$ cat config.mk
export PLATFORM = sky130hd
export DESIGN_NAME = led_fault_guard
export DESIGN_NICKNAME = d
export VERILOG_FILES = /design/src/rtl/fault_guard_pkg.sv /design/src/rtl/fg_streak.sv /design/src/rtl/fg_prio_enc.sv /design/src/rtl/fg_restart_seq.sv /design/src/rtl/led_fault_guard.sv
export SDC_FILE = /design/constraint.sdc
export NUM_CORES = 1
export LEC_CHECK = 0
export ABC_AREA = 1
export BUFFER_PORTS_ARGS = -buffer_cell sky130_fd_sc_hd__buf_4
export CORE_ASPECT_RATIO = 0.8
export CORE_MARGIN = 2
export CORE_UTILIZATION = 60
export DETAILED_ROUTE_END_ITERATION = 10
export GPL_TIMING_DRIVEN = 0
export PLACE_DENSITY = 0.78
export SLEW_MARGIN = 25
export SYNTH_ARGS = -nofsm -noshare
export SYNTH_HDL_FRONTEND = slang
export SYNTH_SLANG_ARGS = --single-unit
$ cat constraint.sdc
create_clock -name clk_i -period 2.93 [get_ports clk_i]
set_input_delay 0.293 -clock clk_i [delete_from_list [all_inputs] [get_ports clk_i]]
set_output_delay 0.293 -clock clk_i [all_outputs]
set_load 0.02 [all_outputs]
$ cat src/rtl/fault_guard_pkg.sv
package fault_guard_pkg;
  typedef enum logic [1:0] {ST_RUN, ST_RETRY, ST_LATCH} fg_state_e;

  localparam int unsigned NUM_SRC = 5;
  localparam int unsigned CODE_W  = $clog2(NUM_SRC + 1);

  localparam logic [CODE_W-1:0] FC_NONE  = 3'd0;
  localparam logic [CODE_W-1:0] FC_WIND  = 3'd1;
  localparam logic [CODE_W-1:0] FC_OUTS  = 3'd2;
  localparam logic [CODE_W-1:0] FC_VCCOV = 3'd3;
  localparam logic [CODE_W-1:0] FC_THERM = 3'd4;
  localparam logic [CODE_W-1:0] FC_PINOV = 3'd5;
endpackage

$ cat src/rtl/fg_streak.sv
// Counts consecutive qualified hits; trips on the LIMIT-th one.
module fg_streak #(
  parameter int unsigned LIMIT = 4
) (
  input  logic clk_i,
  input  logic rst_ni,
  input  logic clr_i,
  input  logic en_i,
  input  logic hit_i,
  output logic trip_o
);
  localparam int unsigned CW = $clog2(LIMIT + 1);
  localparam logic [CW-1:0] TOP = CW'(LIMIT - 1);

  logic [CW-1:0] cnt_q;

  assign trip_o = en_i & hit_i & (cnt_q == TOP);

  always_ff @(posedge clk_i or negedge rst_ni) begin
    if (!rst_ni)        cnt_q <= '0;
    else if (clr_i)     cnt_q <= '0;
    else if (en_i) begin
      if (!hit_i)             cnt_q <= '0;
      else if (cnt_q != TOP)  cnt_q <= cnt_q + 1'b1;
    end
  end

  AST_NO_OVERFLOW: assert property (@(posedge clk_i) disable iff (!rst_ni)
    cnt_q <= TOP);
  AST_MISS_CLEARS: assert property (@(posedge clk_i) disable iff (!rst_ni)
    (en_i && !hit_i) |=> cnt_q == '0);
  AST_IDLE_HOLDS: assert property (@(posedge clk_i) disable iff (!rst_ni)
    (!en_i && !clr_i) |=> $stable(cnt_q));
endmodule

$ cat src/rtl/fg_prio_enc.sv
// Lowest set request wins; code = index + 1, 0 when idle.
module fg_prio_enc
  import fault_guard_pkg::*;
#(
  parameter int unsigned N = NUM_SRC
) (
  input  logic [N-1:0]      req_i,
  output logic [CODE_W-1:0] code_o
);
  always_comb begin
    code_o = '0;
    for (int i = N - 1; i >= 0; i--) begin
      if (req_i[i]) code_o = CODE_W'(i + 1);
    end
  end
endmodule

$ cat src/rtl/fg_restart_seq.sv
module fg_restart_seq
  import fault_guard_pkg::*;
#(
  parameter int unsigned RETRY_TICKS = 400_000_000
) (
  input  logic              clk_i,
  input  logic              rst_ni,
  input  logic              clr_i,
  input  logic [CODE_W-1:0] evt_code_i,
  input  logic              latch_mode_i,
  input  logic              hold_i,
  output logic              run_o,
  output logic [CODE_W-1:0] code_o
);
  localparam int unsigned TW = $clog2(RETRY_TICKS + 1);
  localparam logic [TW-1:0] T_END = TW'(RETRY_TICKS - 1);

  fg_state_e         st_q;
  logic [CODE_W-1:0] code_q;
  logic [TW-1:0]     tmr_q;

  always_ff @(posedge clk_i or negedge rst_ni) begin
    if (!rst_ni) begin
      st_q   <= ST_RUN;
      code_q <= FC_NONE;
      tmr_q  <= '0;
    end else if (clr_i) begin
      st_q   <= ST_RUN;
      code_q <= FC_NONE;
      tmr_q  <= '0;
    end else begin
      unique case (st_q)
        ST_RUN: if (evt_code_i != FC_NONE) begin
          code_q <= evt_code_i;
          tmr_q  <= '0;
          st_q   <= (latch_mode_i && evt_code_i != FC_VCCOV) ? ST_LATCH : ST_RETRY;
        end
        ST_RETRY: if (tmr_q == T_END) begin
          tmr_q <= '0;
          if (!hold_i) begin
            st_q   <= ST_RUN;
            code_q <= FC_NONE;
          end
        end else begin
          tmr_q <= tmr_q + 1'b1;
        end
        default: ;
      endcase
    end
  end

  assign run_o  = (st_q == ST_RUN);
  assign code_o = code_q;

  AST_TMR_BOUND: assert property (@(posedge clk_i) disable iff (!rst_ni)
    tmr_q <= T_END);
  AST_LATCH_HOLD: assert property (@(posedge clk_i) disable iff (!rst_ni)
    (st_q == ST_LATCH && !clr_i) |=> (st_q == ST_LATCH && $stable(code_q)));
  AST_RETRY_KEEP: assert property (@(posedge clk_i) disable iff (!rst_ni)
    (st_q == ST_RETRY && !clr_i && hold_i) |=> (st_q == ST_RETRY && $stable(code_q)));
  AST_SUPPLY_CLR: assert property (@(posedge clk_i) disable iff (!rst_ni)
    clr_i |=> (st_q == ST_RUN && code_q == FC_NONE));
  AST_VCC_AUTO: assert property (@(posedge clk_i) disable iff (!rst_ni)
    (st_q == ST_RUN && !clr_i && evt_code_i == FC_VCCOV) |=> st_q == ST_RETRY);
endmodule

$ cat src/rtl/led_fault_guard.sv
module led_fault_guard
  import fault_guard_pkg::*;
#(
  parameter int unsigned OCP_RUN     = 4,
  parameter int unsigned ZLOW_TICKS  = 9_000_000,
  parameter int unsigned RETRY_TICKS = 400_000_000
) (
  input  logic       clk_i,
  input  logic       rst_ni,
  input  logic       cyc_strobe_i,
  input  logic       ocp_sev_i,
  input  logic       zcd_low_i,
  input  logic       vcc_ov_i,
  input  logic       therm_sd_i,
  input  logic       pin_ov_i,
  input  logic       supply_rst_i,
  input  logic       latch_mode_i,
  output logic       drv_en_o,
  output logic [2:0] fault_code_o
);
  logic               run;
  logic               cnt_clr;
  logic               wind_trip, outs_trip;
  logic [NUM_SRC-1:0] req;
  logic [CODE_W-1:0]  evt_code;

  assign cnt_clr = supply_rst_i | ~run;

  fg_streak #(.LIMIT(OCP_RUN)) u_wind (
    .clk_i, .rst_ni, .clr_i(cnt_clr),
    .en_i(cyc_strobe_i), .hit_i(ocp_sev_i), .trip_o(wind_trip)
  );

  fg_streak #(.LIMIT(ZLOW_TICKS)) u_outs (
    .clk_i, .rst_ni, .clr_i(cnt_clr),
    .en_i(1'b1), .hit_i(zcd_low_i), .trip_o(outs_trip)
  );

  // bit order sets priority: index 0 is code 1
  assign req = {pin_ov_i, therm_sd_i, vcc_ov_i, outs_trip, wind_trip};

  fg_prio_enc #(.N(NUM_SRC)) u_prio (.req_i(req), .code_o(evt_code));

  fg_restart_seq #(.RETRY_TICKS(RETRY_TICKS)) u_seq (
    .clk_i, .rst_ni, .clr_i(supply_rst_i),
    .evt_code_i(evt_code), .latch_mode_i,
    .hold_i(vcc_ov_i | therm_sd_i | pin_ov_i),
    .run_o(run), .code_o(fault_code_o)
  );

  assign drv_en_o = run;

  AST_WIND_TAKEN: assert property (@(posedge clk_i) disable iff (!rst_ni)
    (drv_en_o && !supply_rst_i && wind_trip) |=> fault_code_o == FC_WIND);
  AST_OUTS_TAKEN: assert property (@(posedge clk_i) disable iff (!rst_ni)
    (drv_en_o && !supply_rst_i && outs_trip && !wind_trip) |=> fault_code_o == FC_OUTS);
  AST_LEVEL_TAKEN: assert property (@(posedge clk_i) disable iff (!rst_ni)
    (drv_en_o && !supply_rst_i && (vcc_ov_i || therm_sd_i || pin_ov_i)) |=> !drv_en_o);
  AST_EN_NO_CODE: assert property (@(posedge clk_i) disable iff (!rst_ni)
    drv_en_o |-> fault_code_o == FC_NONE);
endmodule

==> impl_metrics.tcl, run 1 <==
set metrics [dict create \
    antenna_found_initial 0 \
    dieHeight_um 75.7 \
    netlist_instances 535 \
    power_leakage_uw 0.00200 \
    max_slew_margin 0.500 \
    grt_pass1_wl_um 15000 \
    fin_ws_ps 641 \
    vias_per_cell 5.53 \
    drtIter0Drc 335 \
    multi_input_area_um2 2010 \
    syn2layout_area_growth_pct 10.7 \
    ys_types 35 \
    htreeDepth 3 \
    fin_crit_sh 0.781 \
    avgRoutedWirePerCell_um 13.8 \
    worstReg2RegStart "u_seq.tmr_q[1]" \
    die-area_um2 7090 \
    tns_ps 0 \
    drt_wl_total_um 8950 \
    seq_area_frac_synth 0.396 \
    start_util 0.611 \
    synth-seq-cells 61 \
    grt_max_degree 62 \
    nets 573 \
    swShare 0.264 \
    ant_nets 0 \
    critPathLaunchType "flop" \
    setup_viol 0 \
    p_int_uw 1390 \
    reg2reg_to "u_seq.tmr_q[6]" \
    crit_type "reg2reg" \
    status "complete, no violations" \
    dr.pass1.iters 5 \
    grt_pass1_vias 3175 \
    port_buffers 13 \
    worst-path-max-fanout 10 \
    clk_latency_ps 350 \
    placed_area_um2 4060 \
    synth-main-ff-cell "dfrtp_1" \
    required_ps 3160 \
    ios 14 \
    clk_pin_slew_ps 70 \
    fin_util 0.676 \
    fin_crit_ps 2290 \
    critPathCaptureType "flop" \
    hp-class "in2async" \
    clockRootBuffer "clkbuf_8" \
    grtUsageTotal 0.272 \
    drive_gt1_frac 0.121 \
    synthesis.area_um2 3850 \
    gp_congestion 0.926 \
    dp_hpwl_um 6620 \
    cts.sinks 61 \
    finalHoldViolations 0 \
    die_w_um 93.6 \
    cts_buffers 9 \
    place_ws_ps 709 \
    p_sw_uw 499 \
    arrival_ps 2520 \
    design_area_um2 4270 \
    slew_violations 0 \
    via_count 3584 \
    fillers 581 \
    cpMostUsedCell "nand2_2" \
    drc 0 \
    synth.avg_cell_area_um2 7.21 \
    max_freq_mhz 437 \
    worst_pin_slew_ps 750 \
    cap_violations 0 \
    core-area_um2 6310 \
    synth-edff-count 0 \
    rr_worst_depth 9 \
    r2r_slack_ps 640 \
    rsz0062_at_grt "false" \
    cts_resized 0 \
    power_frac_comb 0.114 \
    cts_tree "built" \
    pwr_density_cell_nw_per_um2 443 \
    fin_worst_skew_ps 8.76 \
    gr-total-overflow 0 \
    ir_drop_mv 0.276 \
    crit_path_cell_trace "ha_1 -> inv_1 -> nor3_4 -> nand2_2 -> nor2_4 -> nand2_2 -> nand2_1 -> buf_4 -> o21ai_0" \
    rows 26 \
    syn_nets 549 \
    cts_setup_buffers 0 \
    clock_path_buffers 2 \
    regArea_um2 1530 \
    yosysWarnings 0 \
    hold_buffers 0 \
    seq_power_share 0.464 \
    slowest_stage "dfrtp_1" \
    async_flop_share 1.00 \
    diodes 0 \
    clkPwrFrac 0.423 \
    slowest_delay_ps 390 \
]
-- routing by layer --
metal	vias up	GRT usage	part of all wire
met4	0	0.0886	0.014
met5	-	0	0
met1	1651	0.415	0.50
met3	12	0.0504	0.075
li1	1775	-	-
met2	146	0.392	0.41
-- cell families (layout without fill, tap and decap cells) --
kind of cell | Yosys count | count (layout) | synth area share
xor gates and xnor gates | 24 | 24 | 0.0545
AOI/OAI and AO/OA | 58 | 58 | 0.0857
adders and majority gates | 4 | 4 | 0.0130
and+or+nand+nor | 314 | 314 | 0.369
buffers and inverters | 74 | 103 | 0.0815
DFF | 61 | 61 | 0.396
-- worst max-delay path by stage --
stage,from,to,slack [ps],cells after the start
final,u_seq.tmr_q[1],u_seq.tmr_q[6],640,9
after detailed placement,u_seq.tmr_q[0],u_seq.tmr_q[6],710,9
after CTS,u_seq.tmr_q[1],u_seq.tmr_q[6],690,9
after floorplan,u_seq.st_q[0],u_outs.cnt_q[11],1130,8
after global placement,u_seq.tmr_q[0],u_seq.tmr_q[20],750,9
after global routing,u_seq.tmr_q[1],u_seq.tmr_q[20],490,9
-- final cells by class --
class	instances	share of cell area
plain buffers	6	0.0138
clock buffers	13	0.0396
clock inverters	3	0.00996
inverters	68	0.0598
multi-input cells	400	0.472
flip-flops and latches	61	0.358
well taps	84	0.0246
repair buffers	13	0.0229
-- critical path: cells and delay by family, from the launching register on --
| kind | cells | cell delay, ps |
|---|---|---|
| flip-flops | 1 | 390 |
| adder cells (fa/ha/maj) | 1 | 310 |
| AO/OA/AOI/OAI | 1 | 110 |
| AND/OR/NAND/NOR | 5 | 970 |
| buffers and inverters | 2 | 380 |
-- synthesized netlist by cell type (2+ instances only) --
master,number,area [µm²]
a21oi_1,16,80.1
a22oi_1,3,22.5
a31oi_1,3,18.8
buf_4,2,15.0
dfrtp_1,61,1530
ha_1,4,50.1
inv_1,64,240
inv_2,4,15.0
nand2_1,139,522
nand2_2,16,100
nand2_4,2,22.5
nand3_1,35,175
nand3_2,2,20.0
nand3b_1,5,37.5
nand4_1,17,106
nor2_1,68,255
nor2_2,4,25.0
nor2_4,2,22.5
nor3_1,18,90.1
nor4_1,3,18.8
o21ai_0,30,150
or2_2,2,12.5
xnor2_1,6,52.6
xor2_1,18,158
-- state kept, by name (all words and copies together), names as in the netlist --
| signal | cells |
|---|---|
| u_outs.cnt_q | 24 |
| u_wind.cnt_q | 3 |
| u_seq.tmr_q | 29 |
| u_seq.code_o | 3 |
| u_seq.st_q | 2 |
-- stage by stage --
step                      power [µW]  hold slack, ps  cells
after floorplan                 1020           -2.59    535
after global placement          1100             415    632
after detailed placement        1110             417    632
after CTS                       1900            43.3    648
after global routing            1960            84.5    648
final                           1890            5.73    648
-- cell usage in the layout, fill, tap and decap left out, types with 2 or more instances in the layout --
cell,Yosys,routed
a21oi_1,16,16
nand2_2,16,16
nor2_2,4,4
a22oi_1,3,3
nand3_2,2,2
nand4_1,17,17
a31oi_1,3,3
or2_2,2,2
nand2_1,139,139
xor2_1,18,18
clkbuf_8,0,12
buf_4,2,15
xnor2_1,6,6
ha_1,4,4
nand3b_1,5,5
clkbuf_1,1,2
o21ai_0,30,30
nor3_1,18,18
nand2_4,2,2
inv_1,64,64
nor2_4,2,2
dfrtp_1,61,61
nor2_1,68,68
nor4_1,3,3
inv_2,4,4
nand3_1,35,35
-- power by group through the flow --
| stage | logic (µW) | registers [µW] | clock network [µW] |
|---|---|---|---|
| floorplan | 124 | 899 | 0 |
| global placement | 209 | 892 | 0 |
| detailed placement | 214 | 892 | 0 |
| CTS | 215 | 876 | 813 |
| global route | 238 | 879 | 839 |
| finish | 215 | 877 | 799 |
Power figures use the tool's default switching activity.
==> inputs of run 2 (changes only) <==
--- a/config.mk
+++ b/config.mk
@@ -9,10 +9,10 @@
 export BUFFER_PORTS_ARGS = -buffer_cell sky130_fd_sc_hd__buf_4
 export CORE_ASPECT_RATIO = 0.8
 export CORE_MARGIN = 2
-export CORE_UTILIZATION = 60
+export CORE_UTILIZATION = 56
 export DETAILED_ROUTE_END_ITERATION = 10
 export GPL_TIMING_DRIVEN = 0
-export PLACE_DENSITY = 0.78
+export PLACE_DENSITY = 0.76
 export SLEW_MARGIN = 25
 export SYNTH_ARGS = -nofsm -noshare
 export SYNTH_HDL_FRONTEND = slang
==> constraint.sdc (replaced) <==
create_clock -name clk_i -period 2.1 [get_ports clk_i]
set_input_delay 0.21 -clock clk_i [delete_from_list [all_inputs] [get_ports clk_i]]
set_output_delay 0.21 -clock clk_i [all_outputs]
set_load 0.02 [all_outputs]
==> impl_metrics.tcl, run 2 (synthesis results as in run 1) <==
set metrics [dict create \
    ant_nets 0 \
    status "complete, no violations" \
    nets 581 \
    power_uw 2730 \
    fin_worst_skew_ps 6.79 \
    drt_wl_total_um 9170 \
    max_slew_margin 0.486 \
    dieHeight_um 78.2 \
    start_util 0.568 \
    crit_type "reg2reg" \
    diodes 0 \
    ir_drop_mv 0.449 \
    rows 27 \
    hold_slack_ps 96.4 \
    max_freq_mhz 491 \
    ios 14 \
    finalHoldViolations 0 \
    clockRootBuffer "clkbuf_8" \
    final_common_cell "nand2_1" \
    required_ps 2390 \
    drtIter0Drc 226 \
    avgRoutedWirePerCell_um 13.9 \
    cpMostUsedCell "nand2_2" \
    antenna_found_initial 0 \
    place_ws_ps -82.3 \
    htreeDepth 3 \
    dr.pass1.iters 5 \
    grt_max_degree 62 \
    cts.sinks 61 \
    cts_buffers 9 \
    max_flop_register "u_seq.tmr_q" \
    fin_crit_ps 2040 \
    slew_violations 0 \
    setup_viol 0 \
    tns_ps 0 \
    gp_congestion 0.920 \
    slowest_delay_ps 410 \
    port_buffers 13 \
    power_leakage_uw 0.00204 \
    clock_path_buffers 2 \
    worst_pin_slew_ps 772 \
    arrival_ps 2320 \
    crit_path_cell_trace "ha_4 -> inv_1 -> nor3_4 -> nand2_2 -> nor2_4 -> nand2_2 -> o21ai_4 -> buf_4 -> nand4_1 -> nand2_1" \
    grtUsageTotal 0.255 \
    largest_reg_flops 29 \
    drc 0 \
    cts_tree "built" \
    critPathLaunchType "flop" \
    die_w_um 96.8 \
    rsz0062_at_grt "true" \
    syn2layout_area_growth_pct 13.9 \
    gr-total-overflow 0 \
    final_cell_mix "nand2_1, nor2_1, inv_1" \
    via_count 3581 \
    core-area_um2 6790 \
    slowest_stage "dfrtp_1" \
    clk_latency_ps 350 \
    path_buf_inv 2 \
    grt_pass1_vias 3275 \
    critPathCaptureType "flop" \
    crit_family "simple AND/OR/NAND/NOR gates" \
    pwr_density_cell_nw_per_um2 621 \
    die-area_um2 7570 \
    worst-path-max-fanout 4 \
    vias_per_cell 5.43 \
    dp_hpwl_um 6610 \
    top_regs "u_seq.tmr_q x29, u_outs.cnt_q x24" \
    cap_violations 0 \
    drive_gt1_frac 0.149 \
    clk_pin_slew_ps 70 \
    fin_ws_ps 63.4 \
    grt_pass1_wl_um 15600 \
    hp-class "in2reg" \
    fin_crit_sh 0.970 \
]
[run 2: cell count changes in the layout (fill, tap and decap cells not counted), moves of 2 or more]
cell      before  now
buf_4         15   23
nand2_1      139  136
clkbuf_8      12   14
ha_1           4    2
ha_4           0    2
nand2_2       16   18
nor2_1        68   66
nor2_2         4    6
[run 2: path summary, 6_finish.rpt]
kind / slack (ps) / to / from / cells after the start
max: 60 / u_seq.code_o[2] / u_seq.tmr_q[1] / 10
min: 100 / u_seq.tmr_q[18] / supply_rst_i / 2
max reg2reg: 60 / u_seq.code_o[2] / u_seq.tmr_q[1] / 10
min reg2reg: 480 / u_seq.code_o[1] / u_seq.code_o[1] / 2
max in group asynchronous: 1070 / u_seq.tmr_q[0] / rst_ni / 2
min in group asynchronous: 470 / u_outs.cnt_q[10] / rst_ni / 2
[run 2: power by group]
part           leakage [µW]  internal (µW)  switching (µW)  total (µW)
Sequential         0.000845           1200            23.5        1230
Clock              0.000115            710             473        1180
Combinational       0.00108            105             211         316
Total               0.00204           2020             707        2730
[run 2: routing by layer]
layer	track usage	wire [µm]	vias up
li1	-	-	1789
met1	0.383	4590	1641
met2	0.369	3870	134
met3	0.0516	570	17
met4	0.0803	134	0
met5	0	0	-
[run 2: per-stage QoR]
step                      instances   util  cell area [µm²]
after floorplan                 535      -             3850
after global placement          635  0.598             4060
after detailed placement        635  0.598             4060
after CTS                       652  0.634             4310
after global routing            659  0.647             4390
final                           659  0.647             4390
[run 2: worst register-to-register path, stage by stage, from the launching register on]
cell     delay [ps]
dfrtp_1         410
ha_4            180
inv_1            90
nor3_4          270
nand2_2         150
nor2_4          160
nand2_2         140
o21ai_4         240
buf_4           160
nand4_1          90
nand2_1          90
[run 2: layout make-up]
class | instances | area [µm²]
Tap cell | 87 | 109
Timing Repair Buffer | 22 | 168
Clock inverter | 2 | 37.5
Sequential cell | 61 | 1530
Buffer | 5 | 38.8
Fill cell | 572 | 2400
Inverter | 68 | 255
Multi-Input combinational cell | 400 | 2060
Clock buffer | 14 | 193
[run 2: repair_timing]
action,CTS,global route
endpoints found under the hold margin,61,0
endpoints found under the setup margin,19,43
gates resized for setup,2,11
hold buffers,1,0
setup buffers,0,8
pin swaps,0,3
